===== src/rtl/cmdslv_pkg.sv =====
package cmdslv_pkg;

  localparam int BYTE_W = 8;

  localparam logic [7:0] CMD_DIV  = 8'h5D;
  localparam logic [7:0] CMD_CTRL = 8'h60;
  localparam logic [7:0] CMD_TEMP = 8'h64;
  localparam logic [7:0] CMD_TUNE = 8'h66;

  typedef enum logic [2:0] {
    ST_IDLE,
    ST_ADDR,
    ST_CMD,
    ST_WDAT,
    ST_RDAT
  } link_st_e;

  function automatic logic cmd_known(input logic [7:0] c);
    return (c == CMD_DIV) || (c == CMD_CTRL) || (c == CMD_TEMP) || (c == CMD_TUNE);
  endfunction

endpackage


===== src/rtl/cmdslv_sync.sv =====
module cmdslv_sync #(
  parameter int STAGES = 2
) (
  input  logic clk,
  input  logic rst_n,
  input  logic scl_i,
  input  logic sda_i,
  output logic scl_s,
  output logic sda_s,
  output logic scl_rise,
  output logic scl_fall,
  output logic start_evt,
  output logic stop_evt
);

  logic [STAGES-1:0] scl_pipe;
  logic [STAGES-1:0] sda_pipe;
  logic              scl_d;
  logic              sda_d;

  generate
    if (STAGES == 1) begin : g_one
      always_ff @(posedge clk or negedge rst_n) begin
        if (!rst_n) begin
          scl_pipe <= '1;
          sda_pipe <= '1;
        end else begin
          scl_pipe <= scl_i;
          sda_pipe <= sda_i;
        end
      end
    end else begin : g_many
      always_ff @(posedge clk or negedge rst_n) begin
        if (!rst_n) begin
          scl_pipe <= '1;
          sda_pipe <= '1;
        end else begin
          scl_pipe <= {scl_pipe[STAGES-2:0], scl_i};
          sda_pipe <= {sda_pipe[STAGES-2:0], sda_i};
        end
      end
    end
  endgenerate

  assign scl_s = scl_pipe[STAGES-1];
  assign sda_s = sda_pipe[STAGES-1];

  always_ff @(posedge clk or negedge rst_n) begin
    if (!rst_n) begin
      scl_d <= 1'b1;
      sda_d <= 1'b1;
    end else begin
      scl_d <= scl_s;
      sda_d <= sda_s;
    end
  end

  assign scl_rise  = scl_s & ~scl_d;
  assign scl_fall  = ~scl_s & scl_d;
  assign start_evt = scl_s & scl_d & sda_d & ~sda_s;
  assign stop_evt  = scl_s & scl_d & ~sda_d & sda_s;

  // a bus condition is only ever reported while SCL was already high
  a_r10_cond_scl_high: assert property (@(posedge clk) disable iff (!rst_n)
    (start_evt || stop_evt) |-> $past(scl_s));

endmodule


===== src/rtl/cmdslv_link.sv =====
module cmdslv_link
  import cmdslv_pkg::*;
#(
  parameter logic [5:0] ADDR_BASE = 6'b100010
) (
  input  logic       clk,
  input  logic       rst_n,
  input  logic       scl_s,
  input  logic       sda_s,
  input  logic       scl_rise,
  input  logic       scl_fall,
  input  logic       start_evt,
  input  logic       stop_evt,
  input  logic       strap_i,
  input  logic [7:0] rd_byte,
  output logic       sda_oe,
  output logic       wr_en,
  output logic [7:0] wr_data,
  output logic [7:0] cmd_o,
  output logic [1:0] rd_idx,
  output logic       rd_first
);

  link_st_e   st;
  logic [3:0] cnt;
  logic       ack_ph;
  logic [7:0] sh;
  logic       rw_q;
  logic [7:0] cmd_q;
  logic       oe_q;
  logic       mack_q;
  logic [1:0] idx_q;
  logic       bus_evt;

  assign bus_evt  = start_evt | stop_evt;
  assign sda_oe   = oe_q;
  assign cmd_o    = cmd_q;
  assign rd_idx   = idx_q;
  assign rd_first = !bus_evt && (st == ST_ADDR) && ack_ph && scl_fall && rw_q;

  always_ff @(posedge clk or negedge rst_n) begin
    if (!rst_n) begin
      st      <= ST_IDLE;
      cnt     <= '0;
      ack_ph  <= 1'b0;
      sh      <= '0;
      rw_q    <= 1'b0;
      cmd_q   <= '0;
      oe_q    <= 1'b0;
      mack_q  <= 1'b0;
      idx_q   <= '0;
      wr_en   <= 1'b0;
      wr_data <= '0;
    end else begin
      wr_en <= 1'b0;
      if (start_evt) begin
        st     <= ST_ADDR;
        cnt    <= '0;
        ack_ph <= 1'b0;
        oe_q   <= 1'b0;
      end else if (stop_evt) begin
        st     <= ST_IDLE;
        cnt    <= '0;
        ack_ph <= 1'b0;
        oe_q   <= 1'b0;
      end else begin
        case (st)
          ST_ADDR, ST_CMD, ST_WDAT: begin
            if (scl_rise && !ack_ph && cnt < 4'd8) begin
              sh  <= {sh[6:0], sda_s};
              cnt <= cnt + 4'd1;
            end
            if (scl_fall) begin
              if (ack_ph) begin
                ack_ph <= 1'b0;
                oe_q   <= 1'b0;
                cnt    <= '0;
                if (st == ST_ADDR) begin
                  if (rw_q) begin
                    st   <= ST_RDAT;
                    sh   <= rd_byte;
                    oe_q <= ~rd_byte[7];
                  end else begin
                    st <= ST_CMD;
                  end
                end else if (st == ST_CMD) begin
                  st <= ST_WDAT;
                end else begin
                  st <= ST_IDLE;
                end
              end else if (cnt == 4'd8) begin
                if (st == ST_ADDR) begin
                  if (sh[7:1] == {ADDR_BASE, strap_i}) begin
                    ack_ph <= 1'b1;
                    oe_q   <= 1'b1;
                    rw_q   <= sh[0];
                    idx_q  <= '0;
                  end else begin
                    st <= ST_IDLE;
                  end
                end else if (st == ST_CMD) begin
                  if (cmd_known(sh)) begin
                    ack_ph <= 1'b1;
                    oe_q   <= 1'b1;
                    cmd_q  <= sh;
                  end else begin
                    st <= ST_IDLE;
                  end
                end else begin
                  ack_ph  <= 1'b1;
                  oe_q    <= 1'b1;
                  wr_en   <= 1'b1;
                  wr_data <= sh;
                end
              end
            end
          end
          ST_RDAT: begin
            if (scl_rise) begin
              if (cnt < 4'd9) cnt <= cnt + 4'd1;
              if (ack_ph) begin
                mack_q <= ~sda_s;
                if (!sda_s && idx_q != 2'd2) idx_q <= idx_q + 2'd1;
              end
            end
            if (scl_fall) begin
              if (ack_ph) begin
                ack_ph <= 1'b0;
                cnt    <= '0;
                if (mack_q) begin
                  sh   <= rd_byte;
                  oe_q <= ~rd_byte[7];
                end else begin
                  st   <= ST_IDLE;
                  oe_q <= 1'b0;
                end
              end else if (cnt == 4'd8) begin
                oe_q   <= 1'b0;
                ack_ph <= 1'b1;
              end else begin
                sh   <= {sh[6:0], 1'b0};
                oe_q <= ~sh[6];
              end
            end
          end
          default: ;
        endcase
      end
    end
  end

  // drive changes only with SCL low, apart from release on a bus condition
  a_r11_oe_moves_scl_low: assert property (@(posedge clk) disable iff (!rst_n)
    (!$stable(oe_q) && !$past(bus_evt)) |-> !scl_s);

  // an idle link never pulls the line
  a_r8_idle_released: assert property (@(posedge clk) disable iff (!rst_n)
    (st == ST_IDLE) |-> !oe_q);

  // while receiving, the line is pulled only during the acknowledge slot
  a_r3_ack_slot_only: assert property (@(posedge clk) disable iff (!rst_n)
    (oe_q && (st == ST_ADDR || st == ST_CMD || st == ST_WDAT)) |-> ack_ph);

  // a write strobe always follows an accepted command
  a_r2_write_needs_cmd: assert property (@(posedge clk) disable iff (!rst_n)
    wr_en |-> cmd_known(cmd_q));

endmodule


===== src/rtl/cmdslv_regs.sv =====
module cmdslv_regs
  import cmdslv_pkg::*;
#(
  parameter int CTRL_BITS = 4,
  parameter int TEMP_BITS = 10
) (
  input  logic                 clk,
  input  logic                 rst_n,
  input  logic                 wr_en,
  input  logic [7:0]           wr_data,
  input  logic [7:0]           cmd,
  input  logic [1:0]           rd_idx,
  input  logic                 rd_first,
  input  logic [TEMP_BITS-1:0] temp_code_i,
  input  logic                 temp_valid_i,
  output logic [7:0]           div_o,
  output logic [7:0]           ctrl_o,
  output logic [7:0]           tune_o,
  output logic [7:0]           rd_byte
);

  localparam int TEMP_W = 2 * BYTE_W;
  localparam int PAD_W  = TEMP_W - TEMP_BITS;

  logic [7:0]           div_q;
  logic [7:0]           tune_q;
  logic [CTRL_BITS-1:0] ctrl_q;
  logic [TEMP_W-1:0]    temp_hold;
  logic [7:0]           snap_lo;

  always_ff @(posedge clk or negedge rst_n) begin
    if (!rst_n) begin
      div_q  <= '0;
      tune_q <= '0;
      ctrl_q <= '0;
    end else if (wr_en) begin
      case (cmd)
        CMD_DIV:  div_q  <= wr_data;
        CMD_TUNE: tune_q <= wr_data;
        CMD_CTRL: ctrl_q <= wr_data[CTRL_BITS-1:0];
        default: ;
      endcase
    end
  end

  always_ff @(posedge clk or negedge rst_n) begin
    if (!rst_n) begin
      temp_hold <= '0;
      snap_lo   <= '0;
    end else begin
      if (temp_valid_i) temp_hold <= {temp_code_i, {PAD_W{1'b0}}};
      if (rd_first) snap_lo <= temp_hold[BYTE_W-1:0];
    end
  end

  generate
    if (CTRL_BITS < BYTE_W) begin : g_ctrl_pad
      assign ctrl_o = {{(BYTE_W-CTRL_BITS){1'b0}}, ctrl_q};
    end else begin : g_ctrl_full
      assign ctrl_o = ctrl_q;
    end
  endgenerate

  assign div_o  = div_q;
  assign tune_o = tune_q;

  always_comb begin
    rd_byte = 8'hFF;
    case (cmd)
      CMD_DIV:  if (rd_idx == 2'd0) rd_byte = div_q;
      CMD_CTRL: if (rd_idx == 2'd0) rd_byte = ctrl_o;
      CMD_TUNE: if (rd_idx == 2'd0) rd_byte = tune_q;
      CMD_TEMP: begin
        if (rd_idx == 2'd0)      rd_byte = temp_hold[TEMP_W-1:BYTE_W];
        else if (rd_idx == 2'd1) rd_byte = snap_lo;
      end
      default: ;
    endcase
  end

  // the divider register moves only on a write strobe naming it
  a_r3_div_by_cmd: assert property (@(posedge clk) disable iff (!rst_n)
    !$stable(div_q) |-> $past(wr_en && cmd == CMD_DIV));

  // the held temperature moves only on a conversion strobe
  a_r7_hold_on_strobe: assert property (@(posedge clk) disable iff (!rst_n)
    !$stable(temp_hold) |-> $past(temp_valid_i));

  // the low-byte snapshot moves only when a read starts
  a_r6_snap_on_first: assert property (@(posedge clk) disable iff (!rst_n)
    !$stable(snap_lo) |-> $past(rd_first));

endmodule


===== src/rtl/cmdslv_top.sv =====
module cmdslv_top
  import cmdslv_pkg::*;
#(
  parameter int         SYNC_STAGES = 2,
  parameter logic [5:0] ADDR_BASE   = 6'b100010,
  parameter int         CTRL_BITS   = 4,
  parameter int         TEMP_BITS   = 10
) (
  input  logic                 clk,
  input  logic                 rst_n,
  input  logic                 scl_i,
  input  logic                 sda_i,
  input  logic                 addr_strap_i,
  input  logic [TEMP_BITS-1:0] temp_code_i,
  input  logic                 temp_valid_i,
  output logic                 sda_oe_o,
  output logic [7:0]           div_sel_o,
  output logic [7:0]           ctrl_o,
  output logic [7:0]           tune_o
);

  logic       scl_s, sda_s, scl_rise, scl_fall, start_evt, stop_evt;
  logic       wr_en, rd_first;
  logic [7:0] wr_data, cmd, rd_byte;
  logic [1:0] rd_idx;

  cmdslv_sync #(.STAGES(SYNC_STAGES)) u_sync (
    .clk       (clk),
    .rst_n     (rst_n),
    .scl_i     (scl_i),
    .sda_i     (sda_i),
    .scl_s     (scl_s),
    .sda_s     (sda_s),
    .scl_rise  (scl_rise),
    .scl_fall  (scl_fall),
    .start_evt (start_evt),
    .stop_evt  (stop_evt)
  );

  cmdslv_link #(.ADDR_BASE(ADDR_BASE)) u_link (
    .clk       (clk),
    .rst_n     (rst_n),
    .scl_s     (scl_s),
    .sda_s     (sda_s),
    .scl_rise  (scl_rise),
    .scl_fall  (scl_fall),
    .start_evt (start_evt),
    .stop_evt  (stop_evt),
    .strap_i   (addr_strap_i),
    .rd_byte   (rd_byte),
    .sda_oe    (sda_oe_o),
    .wr_en     (wr_en),
    .wr_data   (wr_data),
    .cmd_o     (cmd),
    .rd_idx    (rd_idx),
    .rd_first  (rd_first)
  );

  cmdslv_regs #(.CTRL_BITS(CTRL_BITS), .TEMP_BITS(TEMP_BITS)) u_regs (
    .clk          (clk),
    .rst_n        (rst_n),
    .wr_en        (wr_en),
    .wr_data      (wr_data),
    .cmd          (cmd),
    .rd_idx       (rd_idx),
    .rd_first     (rd_first),
    .temp_code_i  (temp_code_i),
    .temp_valid_i (temp_valid_i),
    .div_o        (div_sel_o),
    .ctrl_o       (ctrl_o),
    .tune_o       (tune_o),
    .rd_byte      (rd_byte)
  );

endmodule


===== config.mk =====
export PLATFORM = sky130hd
export DESIGN_NAME = cmdslv_top
export DESIGN_NICKNAME = d
export VERILOG_FILES = /design/src/rtl/cmdslv_pkg.sv /design/src/rtl/cmdslv_sync.sv /design/src/rtl/cmdslv_link.sv /design/src/rtl/cmdslv_regs.sv /design/src/rtl/cmdslv_top.sv
export SDC_FILE = /design/constraint.sdc
export NUM_CORES = 1
export LEC_CHECK = 0
export BUFFER_PORTS_ARGS = -buffer_cell sky130_fd_sc_hd__buf_2
export CAP_MARGIN = 20
export CORE_AREA = 2 2 113 115
export CTS_CLUSTER_DIAMETER = 120
export DETAILED_ROUTE_END_ITERATION = 16
export DIE_AREA = 0 0 115 117
export MAX_ROUTING_LAYER = met4
export PLACE_DENSITY_LB_ADDON = 0.08
export SETUP_SLACK_MARGIN = 0.15
export SYNTH_ARGS = -nofsm -noshare
export SYNTH_HDL_FRONTEND = slang
export SYNTH_SLANG_ARGS = --single-unit

===== constraint.sdc =====
create_clock -name clk -period 2.2 [get_ports clk]
set_clock_uncertainty 0.2 [all_clocks]
set_input_delay 0.22 -clock clk [delete_from_list [all_inputs] [get_ports clk]]
set_output_delay 0.22 -clock clk [all_outputs]
set_load 0.005 [all_outputs]

Word-level counts from Yosys, hierarchy flattened
Index checks and enable logic that the tools add are counted.

word-level totals
  register bits = 76
  bits of input ports = 16
  output and inout bits = 25

operators by class
  eq/ne operators = 37
  bitwise gates (word level) = 19
  $lt $le $gt $ge = 2
  mux-type cells = 88
  add/sub/neg operators = 2
  reductions and logical operators = 29

operators with widths
  cell                                                                      count
  8-bit 2-to-1 mux                                                          14
  8-bit by 7-bit equality test with 1-bit output (second input constant)    8
  3-bit 2-to-1 mux                                                          14
  4-bit 2-to-1 mux                                                          9
  1-bit 2-to-1 mux                                                          35
  8-bit case mux with 4 select lines                                        1
  2-bit 2-to-1 mux                                                          9
  9-bit AND reduction                                                       2
  2-bit by 1-bit inequality test with 1-bit output (second input constant)  8
  8-bit case mux with 2 select lines                                        1
  8-bit AND reduction                                                       2
  4-bit by 1-bit inequality test with 1-bit output (second input constant)  3
  6-bit by 3-bit inequality test with 1-bit output (second input constant)  2
  6-bit AND reduction                                                       2
  1-bit NOT                                                                 11
  11-bit AND reduction                                                      1
  4-bit < comparator (second input constant)                                2
  4-bit case mux with 2 select lines                                        1
  1-bit AND                                                                 7
  7-bit equality test                                                       1
  1-bit logical AND                                                         7
  7-bit by 3-bit inequality test with 1-bit output (second input constant)  1
  3-bit by 2-bit equality test with 1-bit output (second input constant)    2
  6-bit by 1-bit inequality test with 1-bit output (second input constant)  1
  25 further kinds                                                          33

Logic depth before layout (Yosys ltp)
  word-level depth = 13
  depth in mapped cells = 9
  depth with buffers taken out = 7

Cells and area by module
A second synthesis with hierarchy kept.

unflattened totals
  cell total of the unflattened synthesis = 372
  area total of the unflattened synthesis = 4071.4 um^2

modules (own cells, without submodules)
  module       area each (um^2)  seq. area each (um^2)  cells each  times used
  cmdslv_link  2165.8            950.9                  210         1
  cmdslv_regs  1715.4            800.8                  152         1
  cmdslv_sync  190.2             157.7                  10          1

Worst setup path after synthesis
OpenSTA, ideal clock, no wires.

  path kind = reg-to-reg
  start = register u_link.cmd_q[0], in the netlist u_link.cmd_o[0]
  end = register u_link.sh[1]
  data required time = 1.881 ns
  arrival = 1.923 ns
  setup slack = -0.041 ns
  stages on the path, launching flop included = 7
  buffers on the path = 1
  clock period less this slack = 2.241 ns
  setup time = 0.119 ns
  cells stage by stage = dfrtp_1 or4b_1 buf_2 or4_4 o211ai_1 o221ai_1 o21a_1

on the way
  cells in the longest elaborated chain, start to end = 7
  elaborated cells between the ends (all ways) = 13
  classes of those cells = eq/ne: 4; mux: 9

RTL lines
  item                                            line                source
  start: declaration                              cmdslv_link.sv:29   logic [7:0] cmd_q;
  start signal: assignment                        cmdslv_link.sv:105  cmd_q <= sh;
  8-bit by 7-bit equality test with 1-bit output  cmdslv_regs.sv:69   case (cmd)
  8-bit case mux with 4 select lines *            cmdslv_regs.sv:69
  8-bit 2-to-1 mux                                cmdslv_link.sv:79   if (rw_q) begin
  8-bit 2-to-1 mux                                cmdslv_link.sv:78   if (st == ST_ADDR) begin
  8-bit 2-to-1 mux                                cmdslv_link.sv:74   if (ack_ph) begin
  8-bit 2-to-1 mux                                cmdslv_link.sv:73   if (scl_fall) begin
  8-bit case mux with 2 select lines *            cmdslv_link.sv:67   case (st)
  end signal: assignment                          cmdslv_link.sv:70   sh <= {sh[6:0], sda_s};
  end signal: assignment                          cmdslv_link.sv:81   sh <= rd_byte;
  end signal: assignment                          cmdslv_link.sv:131  sh <= rd_byte;
  end: declaration                                cmdslv_link.sv:27   logic [7:0] sh;

Every way passes the cells marked *; elsewhere a longest branch is shown, timed or not. The select of a mux whose other input is x is not followed.
A chain may end at the register's enable or synchronous reset.

Final worst setup path
  start = register u_link.cmd_q[3], in the netlist u_link.cmd_o[3]
  end = register u_link.sh[1]

The elaborated chain is that of the path after synthesis.

==> flow_metrics.py <==
metrics = {
    "run_status": {
        "status": "complete, but fails checks",
        "violations": "negative setup slack",
    },
    "min_path": {
        "hold_depth": 3,
        "min_to": "u_regs.temp_hold[15]",
        "hp-class": "primary input to flop",
        "worstHoldStart": "temp_valid_i",
    },
    "finish": {
        "n_antenna_cell": 0,
        "drive_gt1_share_pct": 51.1,
        "layout_commonest_cell": "buf_4",
        "final_util_pct": 50.2,
        "num-nets-final": 565,
        "final_cell_mix": "89 x buf_4, 64 x dfrtp_1, 35 x buf_2",
        "design_area_um2": 6180,
        "area_growth_pct": 48.5,
    },
    "pwr": {
        "worst_ir_drop_vdd_v": 0.000451,
        "power.density_nw_per_um2": 672,
        "power_mw": 4.15,
        "p_leak_nw": 2.74,
    },
    "global_routing": {
        "grt_max_degree": 45,
        "track_usage_pct": 20.3,
        "grt_pass1_wl_um": 19900,
        "antenna_found_initial": 0,
        "grt-ovfl-total": 0,
        "grt_pass1_vias": 3728,
    },
    "floorplanning": {
        "dieArea_um2": 13500,
        "die_y_um": 117,
        "fp-row-count": 41,
        "die_x_um": 115,
        "initial_utilization_pct": 33.8,
        "core-area_um2": 12300,
        "io_pins": 41,
    },
    "timing": {
        "tns_ns": -0.00710,
        "max_slew_margin_pct": 65.3,
        "setup-violations-final": 1,
        "final-hold-violation-count": 0,
        "tightestPinTransition_ns": 0.518,
        "period_share_pct": 100,
        "max_freq_ghz": 0.453,
        "final_max_slew_viol_count": 0,
        "setup_ws_ns": -0.00710,
        "rsz0062_at_grt": "yes",
        "layout_min_cycle_time_ns": 2.21,
    },
    "synth": {
        "postSynthAreaPerCell_um2": 10.4,
        "yosys-top-cells-area": "dfrtp_1 42%, mux2_2 12%, dfstp_2 3.8%",
        "synth_edf_count": 0,
        "synth_top_area_cell": "dfrtp_1",
        "seq_area_frac_synth_pct": 45.9,
        "async_reset_ff_share_pct": 100,
        "yosys_warnings": 0,
        "syn_inst": 402,
        "netlist_area_um2": 4160,
        "yosysUniqueCellTypes": 70,
        "synth_seq_cells": 76,
        "synth_flop_cell": "dfrtp_1",
        "synth_top_area_share_pct": 42.1,
    },
    "route": {
        "drc_errors": 0,
        "wl_per_cell_um": 18.2,
        "vias": 3763,
        "ant_nets": 0,
        "wirelength_um": 12700,
        "drt_iter0_markers": 219,
        "drt_first_pass_iters": 4,
        "vias_per_cell": 5.39,
    },
    "cts": {
        "cts_buffer_depth": 2,
        "clkLatencyLatePin_ns": 0.35,
        "path_clk_slew_ns": 0.06,
        "numCtsBuffers": 9,
        "cts.sinks": 76,
        "root_buffer": "clkbuf_16",
        "htree_levels": 3,
        "cts_tree": "built",
    },
    "critical_path": {
        "r2r_end": "u_link.sh[1]",
        "ff2ff_path_depth": 5,
        "critPathKind": "flop to flop",
        "arrival_ns": 2.24,
        "crit_required_ns": 2.24,
        "cpMaxStageDelayCell": "or4b_4",
        "start_kind": "flop",
        "cp_cell_sequence": "or4b_4 > or4_4 > o211ai_1 > o221ai_1 > o21a_1",
        "reg2reg_from": "u_link.cmd_o[3]",
        "critical-path-top-delay-family": "simple AND/OR/NAND/NOR gates",
        "crit_fanout": 4,
        "worst_path_largest_cell_delay_ns": 0.60,
        "end_kind": "flop",
        "rrSetupSlack_ns": -0.007,
        "worst-path-buf-inv": 0,
    },
    "place": {
        "gp_congestion": 0.917,
        "placed_area_um2": 5030,
        "io_buffers": 36,
        "dpl.hpwl_um": 9000,
    },
    "flow_run": {
        "cap_violations": 0,
    },
}
==> power by group <==
part           switching [mW]  total [mW]  internal, mW  leakage [nW]
Combinational           0.430       0.906         0.476          1.60
Clock                   0.603        1.60         0.995         0.157
Sequential              0.126        1.65          1.52         0.976
==> Yosys cell counts, types with 6 or more instances <==
cell      count
a211oi_1      6
a21oi_1      11
clkbuf_1     15
dfrtp_1      70
dfstp_2       6
ha_1          6
inv_1        18
mux2_2       43
nand2_1      24
nand2b_1     19
nor2_1       25
nor2b_1       8
o211ai_1      9
o21a_1        6
o21ai_0      21
==> metrics by stage <==
step	hold slack, ns	std cells	setup WS [ns]
final	0.0425	698	-0.00710
after floorplan	-0.276	405	-0.0413
after global routing	0.0657	698	-0.0796
after CTS	0.0379	685	0.0255
after detailed placement	0.00958	641	-0.233
after global placement	0.000375	641	-0.160
==> sequential cells by signal, summed over array words and instances, names as in the netlist, 3 cells and up <==
| register | count |
|---|---|
| u_link.wr_data | 8 |
| u_regs.temp_hold | 10 |
| u_regs.ctrl_q | 4 |
| u_regs.div_o | 8 |
| u_link.st | 3 |
| u_link.cmd_o | 8 |
| u_link.sh | 8 |
| u_regs.tune_o | 8 |
| u_link.cnt | 4 |
==> cell families after synthesis <==
logic type / Yosys count / synth area share (%)
other: 1 / 0.0901
AO/OA/AOI/OAI: 109 / 18.9
XOR/XNOR: 3 / 0.631
flip-flops: 76 / 45.9
multiplexers: 44 / 11.9
AND/OR/NAND/NOR: 121 / 16.6
adder cells (fa/ha/maj): 6 / 1.80
buffers and inverters: 42 / 4.27
==> timing repair <==
action | CTS | global route
buffers inserted | 15 | 12
resized for setup | 76 | 47
endpoints found under the hold margin | 44 | 0
hold buffers | 13 | 0
pin swaps | 13 | 21
endpoints found under the setup margin | 42 | 54
cloned | 0 | 1
==> per-layer routing <==
layer  part of all wire (%)  GRT usage, %  up-vias  wire, um
met5                      0             -        -         0
met4                    2.6          9.96        0       329
met3                    3.0          3.30       25       388
met2                     47          30.8       72      6030
met1                     47          26.6     1898      5980
li1                       -             -     1768         -
==> worst max-delay path by stage <==
stage / startpoint / slack, ns / end / cells past startpoint
2_1_floorplan: u_link.cmd_o[0] / -0.04 / u_link.sh[2] / 6
3_3_place_gp: u_link.rd_idx[0] / -0.16 / u_link.sda_oe / 9
3_5_place_dp: u_link.rd_idx[1] / -0.23 / u_link.sh[2] / 7
4_1_cts: u_link.cmd_o[3] / 0.03 / u_link.sh[1] / 5
5_1_grt: u_sync.scl_d / -0.08 / u_link.sh[1] / 7
6_report: u_link.cmd_o[3] / -0.007 / u_link.sh[1] / 5
==> tightest hold or removal path, delay by kind of cell <==
family / cells / cell delay (ns)
compound gates: 1 / 0.06
buf+inv: 1 / 0.18
simple gates: 1 / 0.08
==> final cells by class <==
type / instances / area, um^2
multi-input combinational: 287 / 2540
fill: 1133 / 6130
clock buffer: 10 / 229
inverter: 18 / 67.6
clock inverter: 6 / 87.6
tap: 150 / 188
timing repair buffer: 151 / 1150
sequential: 76 / 1920
Note: power is estimated with default switching activity, not from simulation.
